## src/rtl/tws_pkg.sv

```systemverilog
package tws_pkg;

   localparam int unsigned BYTE_W = 8;

   typedef enum logic [3:0] {
      ST_IDLE,
      ST_DEV,
      ST_DEV_ACK,
      ST_ADR,
      ST_ADR_ACK,
      ST_WR,
      ST_WR_ACK,
      ST_RD,
      ST_RD_ACK,
      ST_HOLD
   } tws_state_t;

   typedef struct packed {
      logic start;
      logic stop;
      logic rise;
      logic fall;
   } tws_ev_t;

endpackage

```

## src/rtl/tws_bus_edges.sv

```systemverilog
module tws_bus_edges (
   input  logic             clk,
   input  logic             rst_n,
   input  logic             scl_i,
   input  logic             sda_i,
   output tws_pkg::tws_ev_t ev
);
   logic scl_q;
   logic sda_q;

   always_ff @(posedge clk or negedge rst_n) begin
      if (!rst_n) begin
         scl_q <= 1'b1;
         sda_q <= 1'b1;
      end else begin
         scl_q <= scl_i;
         sda_q <= sda_i;
      end
   end

   always_comb begin
      ev.rise  = scl_i & ~scl_q;
      ev.fall  = ~scl_i & scl_q;
      ev.start = scl_i & scl_q & sda_q & ~sda_i;
      ev.stop  = scl_i & scl_q & ~sda_q & sda_i;
   end

   AST_EV_EXCLUSIVE: assert property (@(posedge clk) disable iff (!rst_n)
      $onehot0({ev.start, ev.stop, ev.rise, ev.fall}));
endmodule

```

## src/rtl/tws_word_ptr.sv

```systemverilog
module tws_word_ptr #(
   parameter int unsigned ADDR_W = 7,
   parameter int unsigned DEPTH  = 128
) (
   input  logic              clk,
   input  logic              rst_n,
   input  logic              load,
   input  logic [ADDR_W-1:0] load_val,
   input  logic              step,
   output logic [ADDR_W-1:0] ptr
);
   localparam logic [ADDR_W-1:0] LAST = ADDR_W'(DEPTH - 1);
   logic [ADDR_W-1:0] nxt;

   generate
      if (DEPTH == (1 << ADDR_W)) begin : g_natural_wrap
         assign nxt = ptr + 1'b1;
      end else begin : g_compare_wrap
         assign nxt = (ptr == LAST) ? '0 : ptr + 1'b1;
      end
   endgenerate

   always_ff @(posedge clk or negedge rst_n) begin
      if (!rst_n)    ptr <= '0;
      else if (load) ptr <= load_val;
      else if (step) ptr <= nxt;
   end

   AST_PTR_WRAP: assert property (@(posedge clk) disable iff (!rst_n)
      (step && !load && ptr == LAST) |=> (ptr == '0));
   AST_PTR_ONE_ACTION: assert property (@(posedge clk) disable iff (!rst_n)
      !(step && load));
endmodule

```

## src/rtl/tws_ctrl.sv

```systemverilog
module tws_ctrl #(
   parameter int unsigned ADDR_W         = 7,
   parameter logic [6:0]  DEV_CODE       = 7'h50,
   parameter bit          ACK_ON_INHIBIT = 1'b1
) (
   input  logic             clk,
   input  logic             rst_n,
   input  tws_pkg::tws_ev_t ev,
   input  logic             sda_i,
   input  logic             mode_en,
   input  logic             wr_en_i,
   input  logic [7:0]       mem_rdata,
   output logic             sda_oe,
   output logic             mem_we,
   output logic [7:0]       mem_wdata,
   output logic             ptr_load,
   output logic [ADDR_W-1:0] ptr_val,
   output logic             ptr_step
);
   import tws_pkg::*;

   localparam logic [3:0] LAST_BIT = 4'(BYTE_W - 1);
   localparam logic [3:0] FULL     = 4'(BYTE_W);

   tws_state_t st;
   logic [3:0] cnt;
   logic [7:0] shr;
   logic [7:0] tx;
   logic       rw;
   logic       mack;
   logic       we_q;
   logic       ack_data;

   generate
      if (ACK_ON_INHIBIT) begin : g_ack_always
         assign ack_data = 1'b1;
      end else begin : g_ack_gated
         assign ack_data = wr_en_i;
      end
   endgenerate

   wire byte_done = ev.fall && (cnt == FULL);

   always_ff @(posedge clk or negedge rst_n) begin
      if (!rst_n) begin
         st   <= ST_IDLE;
         cnt  <= '0;
         shr  <= '0;
         tx   <= '0;
         rw   <= 1'b0;
         mack <= 1'b0;
         we_q <= 1'b0;
      end else begin
         we_q <= 1'b0;
         if (!mode_en) begin
            st <= ST_IDLE;
         end else if (ev.stop) begin
            st <= ST_IDLE;
         end else if (ev.start) begin
            st  <= ST_DEV;
            cnt <= '0;
         end else begin
            case (st)
               ST_DEV, ST_ADR, ST_WR: begin
                  if (ev.rise) begin
                     shr <= {shr[6:0], sda_i};
                     cnt <= cnt + 1'b1;
                  end else if (byte_done) begin
                     cnt <= '0;
                     if (st == ST_DEV) begin
                        if (shr[7:1] == DEV_CODE) begin
                           st <= ST_DEV_ACK;
                           rw <= shr[0];
                        end else begin
                           st <= ST_HOLD;
                        end
                     end else if (st == ST_ADR) begin
                        st <= ST_ADR_ACK;
                     end else begin
                        st   <= ack_data ? ST_WR_ACK : ST_HOLD;
                        we_q <= wr_en_i;
                     end
                  end
               end
               ST_DEV_ACK: begin
                  if (ev.fall) begin
                     cnt <= '0;
                     if (rw) begin
                        st <= ST_RD;
                        tx <= mem_rdata;
                     end else begin
                        st <= ST_ADR;
                     end
                  end
               end
               ST_ADR_ACK, ST_WR_ACK: begin
                  if (ev.fall) st <= ST_WR;
               end
               ST_RD: begin
                  if (ev.fall) begin
                     if (cnt == LAST_BIT) begin
                        st  <= ST_RD_ACK;
                        cnt <= '0;
                     end else begin
                        tx  <= {tx[6:0], 1'b1};
                        cnt <= cnt + 1'b1;
                     end
                  end
               end
               ST_RD_ACK: begin
                  if (ev.rise) begin
                     mack <= ~sda_i;
                  end else if (ev.fall) begin
                     if (mack) begin
                        st <= ST_RD;
                        tx <= mem_rdata;
                     end else begin
                        st <= ST_HOLD;
                     end
                  end
               end
               default: st <= st;
            endcase
         end
      end
   end

   always_comb begin
      sda_oe    = (st == ST_DEV_ACK) || (st == ST_ADR_ACK) || (st == ST_WR_ACK)
                  || ((st == ST_RD) && !tx[7]);
      mem_we    = we_q;
      mem_wdata = shr;
      ptr_load  = mode_en && !ev.start && !ev.stop && (st == ST_ADR) && byte_done;
      ptr_val   = shr[ADDR_W-1:0];
      ptr_step  = mode_en && !ev.start && !ev.stop &&
                  (((st == ST_WR_ACK) && ev.fall) ||
                   ((st == ST_RD) && ev.fall && (cnt == LAST_BIT)));
   end

   AST_START_RELEASE: assert property (@(posedge clk) disable iff (!rst_n)
      (ev.start && mode_en) |=> !sda_oe);
   AST_STOP_RELEASE: assert property (@(posedge clk) disable iff (!rst_n)
      ev.stop |=> !sda_oe);
   AST_OFF_SILENT: assert property (@(posedge clk) disable iff (!rst_n)
      !mode_en |=> (!sda_oe && !mem_we));
   AST_WE_GATED: assert property (@(posedge clk) disable iff (!rst_n)
      mem_we |-> $past(wr_en_i));
   AST_WE_PULSE: assert property (@(posedge clk) disable iff (!rst_n)
      mem_we |=> !mem_we);
   AST_WDATA_HELD: assert property (@(posedge clk) disable iff (!rst_n)
      mem_we |=> $stable(mem_wdata));
endmodule

```

## src/rtl/tw_gated_slave.sv

```systemverilog
module tw_gated_slave #(
   parameter int unsigned ADDR_W         = 7,
   parameter int unsigned DEPTH          = 128,
   parameter logic [6:0]  DEV_CODE       = 7'h50,
   parameter bit          ACK_ON_INHIBIT = 1'b1
) (
   input  logic              clk,
   input  logic              rst_n,
   input  logic              scl_i,
   input  logic              sda_i,
   output logic              sda_oe,
   input  logic              mode_en,
   input  logic              wr_en_i,
   output logic [ADDR_W-1:0] mem_addr,
   output logic [7:0]        mem_wdata,
   output logic              mem_we,
   input  logic [7:0]        mem_rdata
);
   generate
      if (ADDR_W < 1 || ADDR_W > 8) begin : g_bad_addr_w
         $error("tw_gated_slave: ADDR_W must lie in 1..8");
      end
      if (DEPTH < 2 || DEPTH > (1 << ADDR_W)) begin : g_bad_depth
         $error("tw_gated_slave: DEPTH must lie in 2..2**ADDR_W");
      end
   endgenerate

   tws_pkg::tws_ev_t  ev;
   logic              ptr_load;
   logic              ptr_step;
   logic [ADDR_W-1:0] ptr_val;

   tws_bus_edges u_edges (
      .clk   (clk),
      .rst_n (rst_n),
      .scl_i (scl_i),
      .sda_i (sda_i),
      .ev    (ev)
   );

   tws_ctrl #(
      .ADDR_W         (ADDR_W),
      .DEV_CODE       (DEV_CODE),
      .ACK_ON_INHIBIT (ACK_ON_INHIBIT)
   ) u_ctrl (
      .clk       (clk),
      .rst_n     (rst_n),
      .ev        (ev),
      .sda_i     (sda_i),
      .mode_en   (mode_en),
      .wr_en_i   (wr_en_i),
      .mem_rdata (mem_rdata),
      .sda_oe    (sda_oe),
      .mem_we    (mem_we),
      .mem_wdata (mem_wdata),
      .ptr_load  (ptr_load),
      .ptr_val   (ptr_val),
      .ptr_step  (ptr_step)
   );

   tws_word_ptr #(
      .ADDR_W (ADDR_W),
      .DEPTH  (DEPTH)
   ) u_ptr (
      .clk      (clk),
      .rst_n    (rst_n),
      .load     (ptr_load),
      .load_val (ptr_val),
      .step     (ptr_step),
      .ptr      (mem_addr)
   );

   AST_RESET_QUIET: assert property (@(posedge clk)
      $rose(rst_n) |-> (!sda_oe && !mem_we));
endmodule

```

## config.mk

```make
export PLATFORM = sky130hd
export DESIGN_NAME = tw_gated_slave
export DESIGN_NICKNAME = d
export VERILOG_FILES = /design/src/rtl/tws_pkg.sv /design/src/rtl/tws_bus_edges.sv /design/src/rtl/tws_word_ptr.sv /design/src/rtl/tws_ctrl.sv /design/src/rtl/tw_gated_slave.sv
export SDC_FILE = /design/constraint.sdc
export NUM_CORES = 1
export LEC_CHECK = 0
export ABC_AREA = 1
export BUFFER_PORTS_ARGS = -buffer_cell sky130_fd_sc_hd__buf_2
export CORE_ASPECT_RATIO = 1.1
export CORE_MARGIN = 2
export CORE_UTILIZATION = 40
export CTS_BUF_LIST = sky130_fd_sc_hd__clkbuf_4
export CTS_CLUSTER_SIZE = 16
export DETAILED_ROUTE_END_ITERATION = 10
export HOLD_SLACK_MARGIN = 0.08
export PLACE_DENSITY = 0.63
export SKIP_LAST_GASP = 1
export SYNTH_ARGS = -nofsm -noshare
export SYNTH_HDL_FRONTEND = slang
export SYNTH_SLANG_ARGS = --single-unit
```

## constraint.sdc

```tcl
create_clock -name clk -period 1.7 [get_ports clk]
set_input_delay 0.255 -clock clk [delete_from_list [all_inputs] [get_ports clk]]
set_output_delay 0.255 -clock clk [all_outputs]
set_load 0.01 [all_outputs]
```

==> flow_summary.ini <==
[logic_synthesis]
syn_area_um2 = 2310
synth_seq_cells = 36
synth_top_cells_by_area = sky130_fd_sc_hd__dfrtp_1 (37%), sky130_fd_sc_hd__nand2_1 (13%), sky130_fd_sc_hd__nand3_1 (7.2%)
netlist_instances = 291
synthFlopType = sky130_fd_sc_hd__dfrtp_1
synth-simple-area-share_pct = 38.0
synth_top_family_by_area = simple AND/OR/NAND/NOR gates
yosys.area.top_type = sky130_fd_sc_hd__dfrtp_1
post_synthesis_compound_gate_area_fraction_pct = 8.34
synth_fa_ha_area_share_pct = 1.63
mapped_avg_cell_area_um2 = 7.94
synth_top_area_share_pct = 36.8
post_synth_net_total = 308
synthXorXnorAreaFrac_pct = 2.65
synth_seq_area_share_pct = 39.1
muxShareOfSynthArea_pct = 4.01
synth_cell_type_count = 33
synth_async_sr_flop_share_pct = 100
synth-edff-count = 0
warnings_from_yosys = 0

[critical_path]
path_class = flop to output pin
critPathCaptureType = output pin
reg2reg_to = u_ctrl.tx[6]$_DFFE_PN0P_
worst-endpoint-arrival_ps = 1390
timing.critical_path.required_ps = 1440
biggest_fanout_along_the_worst_timing_path = 5
worst-r2r-cell-count = 11
worst_setup_path_endpoint = sda_oe
worstReg2RegStart = u_ctrl.st[0]$_DFFE_PN0P_
critical_path.startpoint_type = flop
setup.reg_to_reg.worst_slack_ps = 80
cp_launch_point = u_ctrl.st[3]$_DFFE_PN0P_

[timing]
fin_worst_skew_ps = 23.7
finalSetupTns_ps = 0
setup_repair_after_global_routing_missed_its_margin = yes
finalSetupViolCount = 0
worstMarginPinSlew_ps = 679
final_min_period_over_clock_period_pct = 96.9
timing.fmax_ghz = 0.607
slew-limit-headroom_pct = 54.8
final_hold_viols = 0
worst_hold_slack_ps = 136
maxSlewViolCount = 0
period_needed_ps = 1650
final.setup.worst_slack_ps = 52.7

[min_path]
timing.hold.worst.class = primary input to flop
holdCritStartpoint = sda_i

[final_layout]
final_design_area_no_fill_um2 = 2940
nets = 374
postLayoutCoreUtil_pct = 51.9
diodes = 0
fillerInstances = 564
syn2layout_area_growth_pct = 27.2
mostFrequentLayoutCells = sky130_fd_sc_hd__nand2_1 (75), sky130_fd_sc_hd__nand3_1 (31), sky130_fd_sc_hd__buf_2 (30), sky130_fd_sc_hd__dfrtp_1 (30), sky130_fd_sc_hd__buf_4 (28)
layout.cells.most_common = sky130_fd_sc_hd__nand2_1
multiInputGateArea_um2 = 1360
drive_gt1_share_pct = 36.3
register_area_um2 = 908
layoutNonFillerInstCount = 435

[detailed_routing]
totalWireLength_um = 5820
detail_route.iter0.violations = 104
routed_antenna_nets = 0
route.detailed.wl_per_inst_um = 13.4
drt_first_pass_iters = 4
vias_per_cell = 4.92
count_of_unresolved_drc_violations_after_routing = 0
number_of_vias_after_detailed_routing = 2141

[placement]
place.detailed.instances = 403
port_buffers = 30
post_placement_worst_setup_slack_ps = 4.31
area_post_placement_um2 = 2590
detailed_place_hpwl_um = 4120
gp_congestion = 0.878

[global_route]
overflow_after_grt = 0
groute.usage.overall_pct = 18.0
grt_antenna_before_repair = 0
first_global_vias = 1900
grt_pass1_wl_um = 9240
grt_start_max_net_pins = 31

[floorplanning]
io_pins = 31
die_h_um = 83.7
core_box_area_um2 = 5660
floorplan.die_area_um2 = 6400
floorplan.die.width_um = 76.5
floorplan.initialDensity_pct = 40.8
rows = 29

[flow_run]
max_cap_viol_count = 0

[power_and_ir_drop]
sw_frac_of_total_pct = 44.6
internal-power_mw = 1.98
p_sw_mw = 1.59
p_total_mw = 3.57
power_per_cell_area_nw_per_um2 = 1220
combPwrFrac_pct = 48.2
vdd.ir_drop.worst_uv = 656
pwr-share-clk_pct = 13.1
register_share_of_total_power_pct = 38.7
cellLeakagePower_nw = 1.62

[clocking]
cts.sinks = 36
clk_pin_slew_ps = 120
cts_tree = done
tritoncts.num_buffers = 5
clk_root_buffer_cell = sky130_fd_sc_hd__clkbuf_4
max-clock-path-buffers = 2
h-tree-depth = 2
clk_latency_ps = 350

[status]
outcome = finished clean
-- cell type report --
class | count | share of cell area [%]
inverters | 30 | 3.83
clock buffers | 5 | 1.28
repair buffers | 62 | 13.8
clock inverters | 3 | 0.639
multi-input cells | 222 | 46.3
flip-flops and latches | 36 | 30.9
well taps | 77 | 3.28
-- critical path: stages (launching register included) --
cell                      delay, ps
sky130_fd_sc_hd__dfrtp_2        460
sky130_fd_sc_hd__nor2_4         150
sky130_fd_sc_hd__nand2_4         70
sky130_fd_sc_hd__buf_8          130
sky130_fd_sc_hd__o21ai_2        110
sky130_fd_sc_hd__buf_2          140
-- sequential cells by signal, indices dropped and copies added (netlist names) --
| name | flops |
|---|---|
| u_ctrl.mem_wdata | 8 |
| u_ctrl.tx | 8 |
| u_ptr.ptr | 7 |
| u_ctrl.cnt | 4 |
| u_ctrl.st | 4 |
| u_ctrl.mack | 1 |
| u_ctrl.mem_we | 1 |
| u_ctrl.rw | 1 |
| u_edges.scl_q | 1 |
| u_edges.sda_q | 1 |
-- timing repair --
item | in CTS | in global routing
hold buffers | 3 | 0
setup buffers | 7 | 13
endpoints found under the setup margin | 2 | 23
gates cloned | 0 | 1
gates resized for setup | 11 | 16
pin swaps | 2 | 8
hold endpoints to repair | 28 | 0
-- cells in the mapped netlist (2+ instances only) --
| cell | instances |
|---|---|
| sky130_fd_sc_hd__nand2_4 | 5 |
| sky130_fd_sc_hd__nand4_2 | 2 |
| sky130_fd_sc_hd__o21ai_2 | 10 |
| sky130_fd_sc_hd__nor2_4 | 4 |
| sky130_fd_sc_hd__mux2i_1 | 7 |
| sky130_fd_sc_hd__nand2_1 | 78 |
| sky130_fd_sc_hd__o21ai_0 | 8 |
| sky130_fd_sc_hd__nand4_1 | 6 |
| sky130_fd_sc_hd__xor2_1 | 7 |
| sky130_fd_sc_hd__mux2_2 | 2 |
| sky130_fd_sc_hd__inv_2 | 6 |
| sky130_fd_sc_hd__inv_1 | 23 |
| sky130_fd_sc_hd__nor2_2 | 2 |
| sky130_fd_sc_hd__nand3_2 | 2 |
| sky130_fd_sc_hd__nand3_1 | 33 |
| sky130_fd_sc_hd__dfstp_2 | 2 |
| sky130_fd_sc_hd__nand2_2 | 7 |
| sky130_fd_sc_hd__buf_4 | 2 |
| sky130_fd_sc_hd__nor3_1 | 3 |
| sky130_fd_sc_hd__nor2_1 | 28 |
| sky130_fd_sc_hd__dfrtp_1 | 34 |
| sky130_fd_sc_hd__a21oi_1 | 5 |
| sky130_fd_sc_hd__ha_1 | 3 |
| sky130_fd_sc_hd__o21ai_1 | 3 |
-- how the worst min path moves through the flow --
stage	slack (ps)	cells past startpoint	to
floorplan	-40	0	u_ctrl.cnt[0]$_DFFE_PN0P_
global placement	340	1	u_ctrl.cnt[0]$_DFFE_PN0P_
detailed placement	350	1	u_ctrl.mem_wdata[7]$_DFFE_PN0P_
CTS	110	2	u_ctrl.mack$_DFFE_PN0P_
global route	140	2	u_ctrl.mack$_DFFE_PN0P_
finish	140	2	u_ctrl.mack$_DFFE_PN0P_
-- routing by layer --
layer | global-route usage [%] | vias up | share of wire [%]
met5 | 0 | - | 0
met4 | 4.96 | 0 | 1.3
met3 | 2.92 | 7 | 4.1
met2 | 29.0 | 47 | 50
met1 | 25.1 | 1004 | 45
li1 | - | 1083 | -
-- power by group through the flow --
| stage | Combinational, mW | Clock, mW | Sequential, mW |
|---|---|---|---|
| 6_report | 1.72 | 0.467 | 1.38 |
| 5_1_grt | 1.91 | 0.531 | 1.42 |
| 4_1_cts | 1.53 | 0.493 | 1.38 |
| 3_5_place_dp | 1.41 | 0 | 1.40 |
| 3_3_place_gp | 1.38 | 0 | 1.40 |
| 2_1_floorplan | 1.03 | 0 | 1.37 |
-- cell families after synthesis --
logic type                 count (synthesis)
adders and majority gates                  3
xor gates and xnor gates                   7
AOI/OAI and AO/OA                         28
DFF                                       36
and+or+nand+nor                          174
buffers and inverters                     34
muxes                                      9
Note: power is estimated with default switching activity, not from simulation.
